<file path="src/rtl/adc_frame_pkg.sv">
package adc_frame_pkg;

    localparam int ADDR_W_DEF   = 3;
    localparam int RES_W_DEF    = 12;
    localparam int DIV_HALF_DEF = 2;

    typedef enum logic {
        TX_IDLE = 1'b0,
        TX_SEND = 1'b1
    } tx_state_e;

    // A transition count that is even and non-zero is a rising edge.
    function automatic logic is_rise(input logic [7:0] cnt);
        return (cnt != 8'd0) && !cnt[0];
    endfunction

endpackage

</file>
<file path="src/rtl/adc_frame_tick.sv">
module adc_frame_tick #(
    parameter int DIV_HALF = 2
) (
    input  logic clk,
    input  logic rst,
    input  logic run,
    output logic tick
);
    localparam int PH_W = (DIV_HALF > 1) ? $clog2(DIV_HALF) : 1;
    localparam logic [PH_W-1:0] PH_LAST = PH_W'(DIV_HALF - 1);

    logic [PH_W-1:0] phase;

    assign tick = run && (phase == PH_LAST);

    always_ff @(posedge clk) begin
        if (rst || !run || tick) begin
            phase <= '0;
        end else begin
            phase <= phase + 1'b1;
        end
    end
endmodule

</file>
<file path="src/rtl/adc_frame_shift.sv">
module adc_frame_shift #(
    parameter int FRAME_W = 16
) (
    input  logic               clk,
    input  logic               rst,
    input  logic               load,
    input  logic               shift,
    input  logic [FRAME_W-1:0] din,
    output logic               msb
);
    logic [FRAME_W-1:0] sreg;

    always_ff @(posedge clk) begin
        if (rst) begin
            sreg <= '0;
        end else if (load) begin
            sreg <= din;
        end else if (shift) begin
            sreg <= {sreg[FRAME_W-2:0], 1'b0};
        end
    end

    assign msb = sreg[FRAME_W-1];
endmodule

</file>
<file path="src/rtl/adc_frame_tx.sv">
module adc_frame_tx
    import adc_frame_pkg::*;
#(
    parameter int ADDR_W   = ADDR_W_DEF,
    parameter int RES_W    = RES_W_DEF,
    parameter int DIV_HALF = DIV_HALF_DEF
) (
    input  logic              clk,
    input  logic              rst,
    input  logic              master_en,
    input  logic              eoc,
    input  logic [RES_W-1:0]  result,
    input  logic [ADDR_W-1:0] chan_addr,
    output logic              ser_clk,
    output logic              frame_n,
    output logic              ser_dat,
    output logic              dat_oe
);
    localparam int FRAME_W = 1 + ADDR_W + RES_W;
    localparam int N_EDGES = 2 * FRAME_W;
    localparam int EDGE_W  = $clog2(N_EDGES + 1);
    localparam logic [EDGE_W-1:0] EDGE_LAST = EDGE_W'(N_EDGES);

    tx_state_e         state;
    logic [EDGE_W-1:0] edge_cnt;
    logic [EDGE_W-1:0] edge_nxt;
    logic              sclk_q;
    logic              tick;
    logic              start;
    logic              do_shift;
    logic              msb;
    logic              busy;

    assign busy     = (state == TX_SEND);
    assign start    = master_en && !busy && eoc;
    assign edge_nxt = edge_cnt + 1'b1;
    assign do_shift = tick && is_rise(8'(edge_nxt)) && (edge_nxt != EDGE_LAST);

    adc_frame_tick #(.DIV_HALF(DIV_HALF)) u_tick (
        .clk (clk),
        .rst (rst),
        .run (busy && master_en),
        .tick(tick)
    );

    adc_frame_shift #(.FRAME_W(FRAME_W)) u_shift (
        .clk  (clk),
        .rst  (rst),
        .load (start),
        .shift(do_shift),
        .din  ({1'b0, chan_addr, result}),
        .msb  (msb)
    );

    always_ff @(posedge clk) begin
        if (rst || !master_en) begin
            state    <= TX_IDLE;
            edge_cnt <= '0;
            sclk_q   <= 1'b1;
        end else if (start) begin
            state    <= TX_SEND;
            edge_cnt <= '0;
            sclk_q   <= 1'b1;
        end else if (tick) begin
            edge_cnt <= edge_nxt;
            sclk_q   <= ~sclk_q;
            if (edge_nxt == EDGE_LAST) begin
                state <= TX_IDLE;
            end
        end
    end

    assign dat_oe  = busy && master_en;
    assign frame_n = ~dat_oe;
    assign ser_clk = sclk_q | ~master_en;
    assign ser_dat = dat_oe & msb;
endmodule

</file>
<file path="config.mk">
export PLATFORM = sky130hd
export DESIGN_NAME = adc_frame_tx
export DESIGN_NICKNAME = d
export VERILOG_FILES = /design/src/rtl/adc_frame_pkg.sv /design/src/rtl/adc_frame_tick.sv /design/src/rtl/adc_frame_shift.sv /design/src/rtl/adc_frame_tx.sv
export SDC_FILE = /design/constraint.sdc
export NUM_CORES = 1
export LEC_CHECK = 0
export BUFFER_PORTS_ARGS = -buffer_cell sky130_fd_sc_hd__clkbuf_2
export CAP_MARGIN = 20
export CORE_MARGIN = 3
export CORE_UTILIZATION = 54
export DETAILED_ROUTE_END_ITERATION = 7
export GPL_TIMING_DRIVEN = 1
export PLACE_DENSITY = 0.78
export SLEW_MARGIN = 5
export SYNTH_ARGS = -nofsm -noshare
export SYNTH_HDL_FRONTEND = slang
export SYNTH_SLANG_ARGS = --single-unit
</file>
<file path="constraint.sdc">
create_clock -name clk -period 1.79 [get_ports clk]
set_input_delay 0.4475 -clock clk [delete_from_list [all_inputs] [get_ports clk]]
set_output_delay 0.4475 -clock clk [all_outputs]
set_load 0.02 [all_outputs]
</file>
## Word level (Yosys, flattened, before mapping)

Index checks and enable logic that the tools add are counted.

| word-level totals | value |
|---|---|
| register bits | 25 |
| input port bits | 19 |

| operators by class | value |
|---|---|
| equality and inequality tests | 2 |
| reductions and logical operators | 21 |
| $add $sub $neg | 2 |
| bitwise logic cells | 5 |
| multiplexer cells | 5 |

Operators by type and width:

| cell | count |
|---|---|
| $mux 15 | 2 |
| $logic_and 1x1->1 | 7 |
| $add 6x1->6 const B | 1 |
| $eq 6x6->1 const B | 1 |
| $ne 6x6->1 const B | 1 |
| $reduce_bool 2->1 | 3 |
| $reduce_bool 6->1 | 1 |
| $logic_not 1->1 | 4 |
| $reduce_or 2->1 | 2 |
| $logic_or 1x1->1 | 3 |
| $mux 1 | 3 |
| $not 1->1 | 3 |
| $reduce_and 2->1 | 1 |
| $add 1x1->1 const B | 1 |
| $and 1x1->1 | 1 |
| $or 1x1->1 | 1 |

## Logic depth before layout (Yosys ltp)

Gate-level depths: netlist of the first run.

| logic depth | value |
|---|---|
| word-level depth | 7 |
| depth in mapped cells | 7 |

## By module

Synthesis of the first run repeated with hierarchy kept, for this count alone.

| unflattened totals | value |
|---|---|
| cells, all modules | 122 |
| area, all modules | 1208.7 µm² |

Modules (own cells, without submodules):

| module | seq. area each (µm²) | cells each | area an instance (µm²) | instances |
|---|---|---|---|---|
| adc_frame_shift | 320.3 | 71 | 764.5 | 1 |
| adc_frame_tx | 160.2 | 48 | 404.1 | 1 |
| adc_frame_tick | 20.0 | 3 | 40.0 | 1 |

## Least setup slack after synthesis of the first run

No wires, ideal clock.

| timing path | value |
|---|---|
| path kind | input -> register |
| start | input port master_en |
| end | register u_shift.sreg[3] |
| path slack | 0.260 ns |
| stages | 7 |
| data arrival time | 1.441 ns |
| path buffers | 2 |
| cells stage by stage | nand2_2 > inv_2 > and3_1 > buf_4 > buf_4 > nand3_1 > a311oi_2 |

| on the way | value |
|---|---|
| cells in the longest elaborated chain, start to end | 5 |

Ends and longest elaborated chain:

| element | line | source |
|---|---|---|
| start, declared | adc_frame_tx.sv:10 | `input logic master_en,` |
| $logic_and 1x1->1 | -- |  |
| via dat_oe | adc_frame_tx.sv:17 | `output logic dat_oe` |
| $logic_and 1x1->1 | adc_frame_tick.sv:14 | `assign tick = run && (phase == PH_LAST);` |
| $logic_and 1x1->1 (2 in a row) | adc_frame_tx.sv:37 | `assign do_shift = tick && is_rise(8'(edge_nxt)) && (edge_nxt != EDGE_LAST);` |
| $reduce_bool 2->1 (no line) | -- |  |
| end signal, assigned | adc_frame_shift.sv:17 | `sreg <= din;` |
| end signal, assigned | adc_frame_shift.sv:19 | `sreg <= {sreg[FRAME_W-2:0], 1'b0};` |
| end, declared | adc_frame_shift.sv:11 | `logic [FRAME_W-1:0] sreg;` |

The timed path passes the listed nets, and every way through them passes these cells.
A chain may end at the register's enable or synchronous reset.

## Worst setup path in the final report of the first run

| timing path | value |
|---|---|
| start | register edge_cnt[1] |
| end | register u_shift.sreg[1] |

| on the way | value |
|---|---|
| cells in the longest elaborated chain, start to end | 6 |

Ends and longest elaborated chain:

| element | line | source |
|---|---|---|
| start, declared | adc_frame_tx.sv:25 | `logic [EDGE_W-1:0] edge_cnt;` |
| start signal, assigned | adc_frame_tx.sv:65 | `edge_cnt <= edge_nxt;` |
| $add 6x1->6 (*) | adc_frame_tx.sv:36 | `assign edge_nxt = edge_cnt + 1'b1;` |
| $reduce_bool 6->1 | adc_frame_pkg.sv:14 | `return (cnt != 8'd0) && !cnt[0];` |
| $logic_and 1x1->1 | adc_frame_pkg.sv:14 |  |
| $logic_and 1x1->1 | adc_frame_tx.sv:37 |  |
| $logic_and 1x1->1 (*) | adc_frame_tx.sv:37 |  |
| $reduce_bool 2->1 (no line) (*) | -- |  |

Every way passes the cells marked *; elsewhere a longest branch is shown, timed or not.

==> run metrics, run 1 <==
outcome finished, final reports clean; Synth Cell Area 1310 um^2; vias in the first global route 1016; mux contribution to synthesized area 0.0153; Tot Pwr 960 uW; design area 1450 um^2; RD Place Congestion 0.748; placed cell area 1420 um^2; die span in y 55.2 um; # rows 17; CP Max Fanout 16; first-pass GRT wire length 4.60 mm; Vias/cell 5.96; first drt pass iteration count 4; slew margin rel. 0.665; Port Buffers 22; # H-tree levels 1; Max Fclk 0.602 GHz; GRT Residual Overflow 0; most frequent cells in the layout dfxtp_1, clkbuf_2, nor2_1; Die Footprint 3050 um^2; Num CTS Buffers 3; CP startpoint kind flop; Diodes inserted 0; drt first-iter violations 28; crit end category flop; fin util 0.642; Synth Area in XOR/XNOR 0.0469; Gate Count Post-Synth 139; Root Driver clkbuf_4; main combinational cell family by area after synthesis compound AO/OA/AOI/OAI gates; CTS max path bufs 2; kind of critical path flop to flop; Routed Antenna Nets 0; peak supply drop 585 uV; Power Dens Cells 663 nW/um^2; Slew @ Worst Pin 0.499 ns; Hold/Removal Path Class primary input to flop; setup violators final 0; cell accounting for the most synthesized area dfxtp_1; max_cap viols 0; Final nets 179; crit share post-route 0.928; Pins Over Slew Limit 0; adder-cell share of the synthesized area 0.00957; Cell Count Post-Placement 182; Non-Filler Instances 186; Mean Syn Cell Area 9.41 um^2; pin count of the biggest net entering global routing 31; share of the synthesized area in the top cell type 0.383; clock sink count 25; Unique masters post-synth 35; Yosys reg bits 25; via count 1108; worst path required time 2.03 ns; final hold violation count 0; Yosys warnings 0; die width 55.2 um; Simple-Gate Fraction of Synth Area 0.201; worst skew pair latency 0.33 ns; cts hold-fix bufs 0; commonest non-fill, non-tap cell in the layout dfxtp_1; core area 2250 um^2; WHS 0.373 ns; sequential fraction of the synthesis area 0.383; DRC Markers 0; wire per inst 14.5 um; CTS tree yes; Tot GR Track Use 0.182; I/O pins 23; P_leak 0.523 nW; area fraction in compound gates after synthesis 0.274; Starting Density 0.580; Synth area leaders dfxtp_1, a311oi_2, nand3_1; initial antenna violation count 0; Area Overhead vs Synth 10.7%; layout cells sized above 1 0.342; Syn Nets 159; HPWL after DPL 1.86 mm; data arrival time of the critical path 1.90 ns; clk_skew 0.00867 ns; clock slew at reported path FFs 0.14 ns; Routed WL 2.69 mm; min cycle time layout 1.66 ns
-- cells in the mapped netlist (all sizes together) --
| library cell | n |
|---|---|
| xor2 | 4 |
| a211oi | 2 |
| ha | 1 |
| inv | 2 |
| and4 | 1 |
| a311oi | 14 |
| dfxtp | 25 |
| nand3b | 1 |
| xnor2 | 3 |
| clkbuf | 4 |
| a21oi | 1 |
| o211a | 1 |
| nor2 | 20 |
| nor2b | 1 |
| o21ai | 17 |
| buf | 8 |
| o211ai | 1 |
| mux2i | 2 |
| nand3 | 17 |
| nand2b | 3 |
| nor3 | 1 |
| nand4 | 3 |
| nand2 | 2 |
| a31oi | 1 |
| and3 | 4 |
-- through the flow --
| stage | setup WS, ns | setup TNS [ns] |
|---|---|---|
| finish | 0.130 | 0 |
| global route | -0.00476 | -0.00476 |
| CTS | 0.128 | 0 |
| detailed placement | 0.158 | 0 |
| global placement | 0.270 | 0 |
| floorplan | 0.260 | 0 |
-- metal layers --
| metal | routed length (um) | global-route usage | share of wire | vias up |
|---|---|---|---|---|
| li1 | - | - | - | 547 |
| met1 | 1200 | 0.230 | 0.44 | 524 |
| met2 | 1340 | 0.321 | 0.50 | 37 |
| met3 | 160 | 0.0421 | 0.059 | 0 |
| met4 | 0 | 0.0208 | 0 | 0 |
| met5 | 0 | 0 | 0 | - |
-- what timing repair did --
action                     4_1_cts  5_1_grt
setup endpoints to repair        0        1
gates resized for setup          0        1
buffers inserted                 0        0
-- state kept, by name, indices dropped and copies added, names as in the netlist --
name          cells
u_shift.sreg     16
edge_cnt          6
busy              1
sclk_q            1
u_tick.phase      1
-- area by class of cell --
| type | count | area, um^2 |
|---|---|---|
| Clock buffer | 3 | 22.5 |
| Multi-Input combinational cell | 100 | 717 |
| Tap cell | 28 | 35.0 |
| Fill cell | 211 | 807 |
| Sequential cell | 25 | 500 |
| Clock inverter | 1 | 5.00 |
| Inverter | 2 | 7.51 |
| Timing Repair Buffer | 27 | 160 |
-- cell families (layout without fill, tap and decap cells) --
| logic type | after synthesis | after routing |
|---|---|---|
| AND/OR/NAND/NOR | 53 | 53 |
| adder cells (fa/ha/maj) | 1 | 1 |
| buffers and inverters | 14 | 33 |
| flip-flops | 25 | 25 |
| multiplexers | 2 | 2 |
| XOR/XNOR | 7 | 7 |
| AO/OA/AOI/OAI | 37 | 37 |
-- power by group --
group | switching, mW | internal (mW) | leakage [nW] | total (mW)
registers | 0.0158 | 0.581 | 0.204 | 0.596
logic | 0.0523 | 0.0521 | 0.301 | 0.104
clock network | 0.175 | 0.0839 | 0.0177 | 0.259
-- critical path, stage by stage (launching register included) --
cell      delay [ns]
dfxtp_1         0.42
a211oi_2        0.40
o211a_4         0.36
o21ai_1         0.09
a311oi_1        0.30
-- path summary, 6_finish.rpt --
kind / cells after the start / endpoint / slack [ns] / from
setup / recovery: 4 / u_shift.sreg[1] / 0.13 / edge_cnt[1]
hold reg to reg: 2 / u_shift.sreg[15] / 0.48 / u_shift.sreg[14]
setup reg to reg: 4 / u_shift.sreg[1] / 0.13 / edge_cnt[1]
hold / removal: 3 / u_shift.sreg[12] / 0.37 / chan_addr[0]
Power figures use the tool's default switching activity.
==> inputs of run 2 (changes only) <==
--- a/config.mk
+++ b/config.mk
@@ -7,8 +7,11 @@
 export LEC_CHECK = 0
 export BUFFER_PORTS_ARGS = -buffer_cell sky130_fd_sc_hd__clkbuf_2
 export CAP_MARGIN = 20
+export CELL_PAD_IN_SITES_DETAIL_PLACEMENT = 1
+export CELL_PAD_IN_SITES_GLOBAL_PLACEMENT = 2
 export CORE_MARGIN = 3
-export CORE_UTILIZATION = 54
+export CORE_UTILIZATION = 33
+export CTS_CLUSTER_SIZE = 25
 export DETAILED_ROUTE_END_ITERATION = 7
 export GPL_TIMING_DRIVEN = 1
 export PLACE_DENSITY = 0.78
==> run 2 against run 1 <==
Effect of this change:
- cell area grew 3.6%
- clock power grew 30%
- die area grew 56%
- via count shrank 0.54%
- clock skew shrank 0.0019 ns
- sequential share of layout area shrank 1.2 points
- combinational power is essentially flat
- worst hold slack gained 0.080 ns
- clock-buffer cell count grew 1
- first-iteration DRC count grew to 2.9 times the previous value
- critical path type unchanged
- critical endpoint is now u_shift.sreg[13]
- highest routed layer is now met4
==> run metrics, run 2 (synthesis gave the netlist of run 1 again) <==
die span in y 68.9 um (was 55.2 um); max reg flops 16 (unchanged); RD Place Congestion 0.703 (was 0.748); fin util 0.401 (was 0.642); Critical Path Source edge_cnt[1] (unchanged); # rows 22 (was 17); Slew @ Worst Pin 0.518 ns (was 0.499 ns); vias in the first global route 1097 (was 1016); most frequent cells in the layout dfxtp_1, clkbuf_2, nor2_1 (unchanged); biggest regs u_shift.sreg: 16 flops, edge_cnt: 6 flops (unchanged); drt first-iter violations 80 (was 28); Power Dens Cells 692 nW/um^2 (was 663 nW/um^2); Root Driver clkbuf_8 (was clkbuf_4); # H-tree levels 1 (unchanged); first-pass GRT wire length 5.22 mm (was 4.60 mm); DRC Markers 0 (unchanged); min cycle time layout 1.62 ns (was 1.66 ns); first drt pass iteration count 4 (unchanged); slew margin rel. 0.652 (was 0.665); Max Fclk 0.616 GHz (was 0.602 GHz); core area 3740 um^2 (was 2250 um^2); RSZ-0062 raised after global routing no; cts repair resizes 0 (unchanged); fillcell total 476 (was 211); final setup TNS 0 ns (unchanged); CP startpoint kind flop (unchanged); clk_skew 0.00680 ns (was 0.00867 ns); FF-to-FF Start edge_cnt[1] (unchanged); post-CTS setup buffers 0 (unchanged); Largest Register u_shift.sreg (unchanged); wire per inst 15.1 um (was 14.5 um); cts hold-fix bufs 0 (unchanged); clock sink count 25 (unchanged); worst skew pair latency 0.27 ns (was 0.33 ns); Diodes inserted 0 (unchanged); kind of critical path flop to flop (unchanged); HPWL after DPL 2.26 mm (was 1.86 mm); Num CTS Buffers 3 (unchanged); crit-path cells ha_1, o211a_4, o21ai_1, a311oi_1 (was a211oi_2, o211a_4, o21ai_1, a311oi_1); max_cap viols 0 (unchanged); Vias/cell 5.35 (was 5.96); crit path buf inv count 0 (unchanged); setup violators final 0 (unchanged); Hold/Removal Path Class primary input to flop (unchanged); CTS max path bufs 2 (unchanged); Starting Density 0.349 (was 0.580); Top delay family on crit path compound AO/OA/AOI/OAI gates (unchanged); Area Overhead vs Synth 14.7% (was 10.7%); flop2flop setup slack 0.17 ns (was 0.13 ns); Non-Filler Instances 206 (was 186); via count 1102 (was 1108); P_leak 0.537 nW (was 0.523 nW); clock slew at reported path FFs 0.09 ns (was 0.14 ns); Tot Pwr 1.04 mW (was 960 uW); initial antenna violation count 0 (unchanged); Cell Count Post-Placement 202 (was 182); crit share post-route 0.906 (was 0.928); Pins Over Slew Limit 0 (unchanged); pin count of the biggest net entering global routing 31 (unchanged); CTS tree yes (unchanged); die width 68.9 um (was 55.2 um); crit end category flop (unchanged); hold_sp result[11] (was chan_addr[0]); layout cells sized above 1 0.329 (was 0.342); peak supply drop 433 uV (was 585 uV); slowest cell on the critical path dfxtp_1 (unchanged); CP Max Fanout 16 (unchanged); outcome finished, final reports clean (unchanged); Die Footprint 4750 um^2 (was 3050 um^2); I/O pins 23 (unchanged); final hold violation count 0 (unchanged); worst path required time 1.96 ns (was 2.03 ns); Routed WL 3.12 mm (was 2.69 mm); Port Buffers 22 (unchanged); GRT Residual Overflow 0 (unchanged); commonest non-fill, non-tap cell in the layout dfxtp_1 (unchanged); Tot GR Track Use 0.147 (was 0.182); crit-path max cell delay 0.47 ns (was 0.42 ns); Routed Antenna Nets 0 (unchanged); Final nets 179 (unchanged); data arrival time of the critical path 1.79 ns (was 1.90 ns)
[run 2: changes by cell type in the layout (fill, tap and decap cells not counted)]
cell and delta:
clkbuf_4 -3, clkbuf_8 +3, buf_12 +1, buf_4 -1, clkbuf_1 +1, clkinv_2 -1, ha_1 +1, ha_2 -1
[run 2: area by class of cell]
class                      count  area, um^2  share of cell area
multi-input combinational    100         714               0.476
timing repair buffer          27         173               0.115
clock buffer                   4        45.0              0.0300
inverter                       2        7.51             0.00500
sequential                    25         500               0.334
tap                           48        60.1              0.0400
[run 2: worst min-delay path, stage by stage]
cell	delay (ns)
clkbuf_2	0.08
nor2_1	0.09
a311oi_1	0.05
[run 2: per-stage QoR]
| stage | worst slack [ns] | hold WS [ns] | area (um^2) |
|---|---|---|---|
| final | 0.168 | 0.454 | 1500 |
| after global routing | 0.000745 | 0.460 | 1500 |
| after global placement | 0.244 | 0.456 | 1460 |
| after detailed placement | 0.157 | 0.467 | 1460 |
| after CTS | 0.145 | 0.451 | 1500 |
| after floorplan | 0.260 | 0.434 | 1310 |
[run 2: routing by layer]
metal  track usage  up-vias  part of all wire
met1         0.195      529              0.47
met5             0        -                 0
met4        0.0365        0            0.0055
met3        0.0438        2             0.045
li1              -      553                 -
met2         0.232       18              0.48
[run 2: final timing paths]
| check | end | depth (start not counted) |
|---|---|---|
| worst max-delay path | u_shift.sreg[13] | 4 |
| worst min-delay path | u_shift.sreg[11] | 3 |
| worst max register to register | u_shift.sreg[13] | 4 |
| worst min register to register | u_tick.phase | 1 |
[run 2: power by group]
group          total, mW  leakage (nW)  internal (mW)  switching [mW]
Sequential         0.596         0.204          0.580          0.0161
Clock              0.336        0.0228          0.159           0.177
Combinational      0.106         0.310         0.0521          0.0540
==> inputs of run 3 (changes only) <==
--- a/config.mk
+++ b/config.mk
@@ -10,11 +10,12 @@
 export CELL_PAD_IN_SITES_DETAIL_PLACEMENT = 1
 export CELL_PAD_IN_SITES_GLOBAL_PLACEMENT = 2
 export CORE_MARGIN = 3
-export CORE_UTILIZATION = 33
+export CORE_UTILIZATION = 35
+export CTS_BUF_LIST = sky130_fd_sc_hd__clkbuf_4 sky130_fd_sc_hd__clkbuf_8
 export CTS_CLUSTER_SIZE = 25
 export DETAILED_ROUTE_END_ITERATION = 7
 export GPL_TIMING_DRIVEN = 1
-export PLACE_DENSITY = 0.78
+export PLACE_DENSITY_LB_ADDON = 0.1
 export SLEW_MARGIN = 5
 export SYNTH_ARGS = -nofsm -noshare
 export SYNTH_HDL_FRONTEND = slang
==> run 3 against run 2 <==
Effect of this change:
- cell area increased by 0.58%
- sequential power about the same
- non-clock buffer count increased by 1
- critical path type unchanged
==> run metrics, run 3 (synthesis gave the netlist of run 1 again) <==
pin count of the biggest net entering global routing 31 (unchanged); clock sink count 25 (unchanged); Slew @ Worst Pin 0.507 ns (was 0.518 ns); commonest non-fill, non-tap cell in the layout dfxtp_1 (unchanged); Hold Path Depth 3 (unchanged); fillcell total 415 (was 476); data arrival time of the critical path 1.79 ns (about the same); die width 67.1 um (was 68.9 um); Largest Register u_shift.sreg (unchanged); area of the multi-input gates 714 um^2 (unchanged); CTS max path bufs 2 (unchanged); Power Dens Cells 696 nW/um^2 (was 692 nW/um^2); crit end category flop (unchanged); CP Max Fanout 16 (unchanged); via count 1093 (was 1102); slowest cell on the critical path dfxtp_1 (unchanged); RSZ-0062 raised after global routing no (unchanged); core area 3470 um^2 (was 3740 um^2); max_cap viols 0 (unchanged); reg2reg end u_shift.sreg[14] (was u_shift.sreg[13]); worst path required time 1.98 ns (was 1.96 ns); CTS tree yes (unchanged); GRT Residual Overflow 0 (unchanged); drt first-iter violations 53 (was 80); layout cells sized above 1 0.340 (was 0.329); Routed Antenna Nets 0 (unchanged); die span in y 67.1 um (was 68.9 um); I/O pins 23 (unchanged); cts repair resizes 0 (unchanged); HPWL after DPL 2.13 mm (was 2.26 mm); max reg flops 16 (unchanged); vias in the first global route 1113 (was 1097); peak supply drop 361 uV (was 433 uV); Vias/cell 5.33 (was 5.35); worst skew pair latency 0.28 ns (was 0.27 ns); CP startpoint kind flop (unchanged); crit-path cells a211oi_2, o211ai_4, nand3_1, a311oi_2 (was ha_1, o211a_4, o21ai_1, a311oi_1); wire per inst 14.7 um (was 15.1 um); Routed WL 3.02 mm (was 3.12 mm); most frequent cells in the layout dfxtp_1, clkbuf_2, nor2_1 (unchanged); Diodes inserted 0 (unchanged); Area Overhead vs Synth 15.4% (was 14.7%); worst hold path endpoint u_shift.sreg[10] (was u_shift.sreg[11]); final setup TNS 0 ns (unchanged); Root Driver clkbuf_8 (unchanged); cts hold-fix bufs 0 (unchanged); Hold/Removal Path Class primary input to flop (unchanged); slew margin rel. 0.660 (was 0.652); # H-tree levels 1 (unchanged); post-CTS setup buffers 0 (unchanged); min cycle time layout 1.60 ns (was 1.62 ns); first-pass GRT wire length 5.10 mm (was 5.22 mm); Die Footprint 4510 um^2 (was 4750 um^2); clk_skew 0.00773 ns (was 0.00680 ns); DRC Markers 0 (unchanged); Final nets 180 (was 179); flop2flop setup slack 0.19 ns (was 0.17 ns); cell depth of the worst flop-to-flop path 4 (unchanged); kind of critical path flop to flop (unchanged); final hold violation count 0 (unchanged); Num CTS Buffers 3 (unchanged); Tot GR Track Use 0.147 (about the same); RD Place Congestion 0.753 (was 0.703); Tot Pwr 1.05 mW (was 1.04 mW); crit share post-route 0.891 (was 0.906); Port Buffers 22 (unchanged); FF-to-FF Start edge_cnt[1] (unchanged); # rows 21 (was 22); clock slew at reported path FFs 0.09 ns (about the same); fin util 0.435 (was 0.401); Seq. cell area 500 um^2 (unchanged); setup violators final 0 (unchanged); Max Fclk 0.627 GHz (was 0.616 GHz); Pins Over Slew Limit 0 (unchanged); outcome finished, final reports clean (unchanged); first drt pass iteration count 4 (unchanged); crit-path max cell delay 0.46 ns (was 0.47 ns); hold_sp result[10] (was result[11]); biggest regs u_shift.sreg: 16 flops, edge_cnt: 6 flops (unchanged); initial antenna violation count 0 (unchanged); P_leak 0.542 nW (was 0.537 nW); Starting Density 0.377 (was 0.349)
-- run 3: cell count changes in the layout (fill, tap and decap cells not counted), sizes merged --
cell      change
buf           +1
clkbuf        -1
clkinvlp      +1
-- run 3: worst max path at each step --
stage                start          endpoint  slack [ns]  depth (start not counted)
2_1_floorplan    master_en   u_shift.sreg[3]        0.26                          7
4_1_cts        edge_cnt[1]  u_shift.sreg[14]        0.18                          4
5_1_grt        edge_cnt[1]  u_shift.sreg[14]        0.04                          4
3_5_place_dp     master_en  u_shift.sreg[14]        0.14                          7
6_report       edge_cnt[1]  u_shift.sreg[14]        0.19                          4
3_3_place_gp     master_en   u_shift.sreg[8]        0.24                          7
-- run 3: critical path, delay by kind of cell, from the launching register on --
family | cells | cell delay (ns)
DFF | 1 | 0.46
AOI/OAI and AO/OA | 3 | 0.88
and+or+nand+nor | 1 | 0.17
-- run 3: area by class of cell --
cell class                 count  area share
clock buffer                   3      0.0274
clock inverter                 1     0.00498
inverter                       2     0.00498
multi-input combinational    100       0.473
sequential                    25       0.332
tap                           46      0.0381
timing repair buffer          28       0.119
-- run 3: power breakdown --
| group | switching (mW) | total [mW] | internal [mW] |
|---|---|---|---|
| registers | 0.0159 | 0.596 | 0.580 |
| logic | 0.0539 | 0.106 | 0.0522 |
| clock network | 0.190 | 0.348 | 0.158 |
| total | 0.260 | 1.05 | 0.790 |
-- run 3: per-stage QoR --
step	instance area [um^2]	worst slack [ns]	hold WS (ns)	std cells
after floorplan	1310	0.260	0.434	139
after global placement	1460	0.235	0.460	201
after detailed placement	1460	0.137	0.466	201
after CTS	1510	0.175	0.422	205
after global routing	1510	0.0413	0.421	205
final	1510	0.194	0.423	205
-- run 3: routing by layer --
| metal | up-vias | share of wire | track usage |
|---|---|---|---|
| met4 | 0 | 0.015 | 0.0658 |
| met3 | 5 | 0.038 | 0.0320 |
| met5 | - | 0 | 0 |
| li1 | 550 | - | - |
| met1 | 520 | 0.50 | 0.199 |
| met2 | 18 | 0.45 | 0.223 |
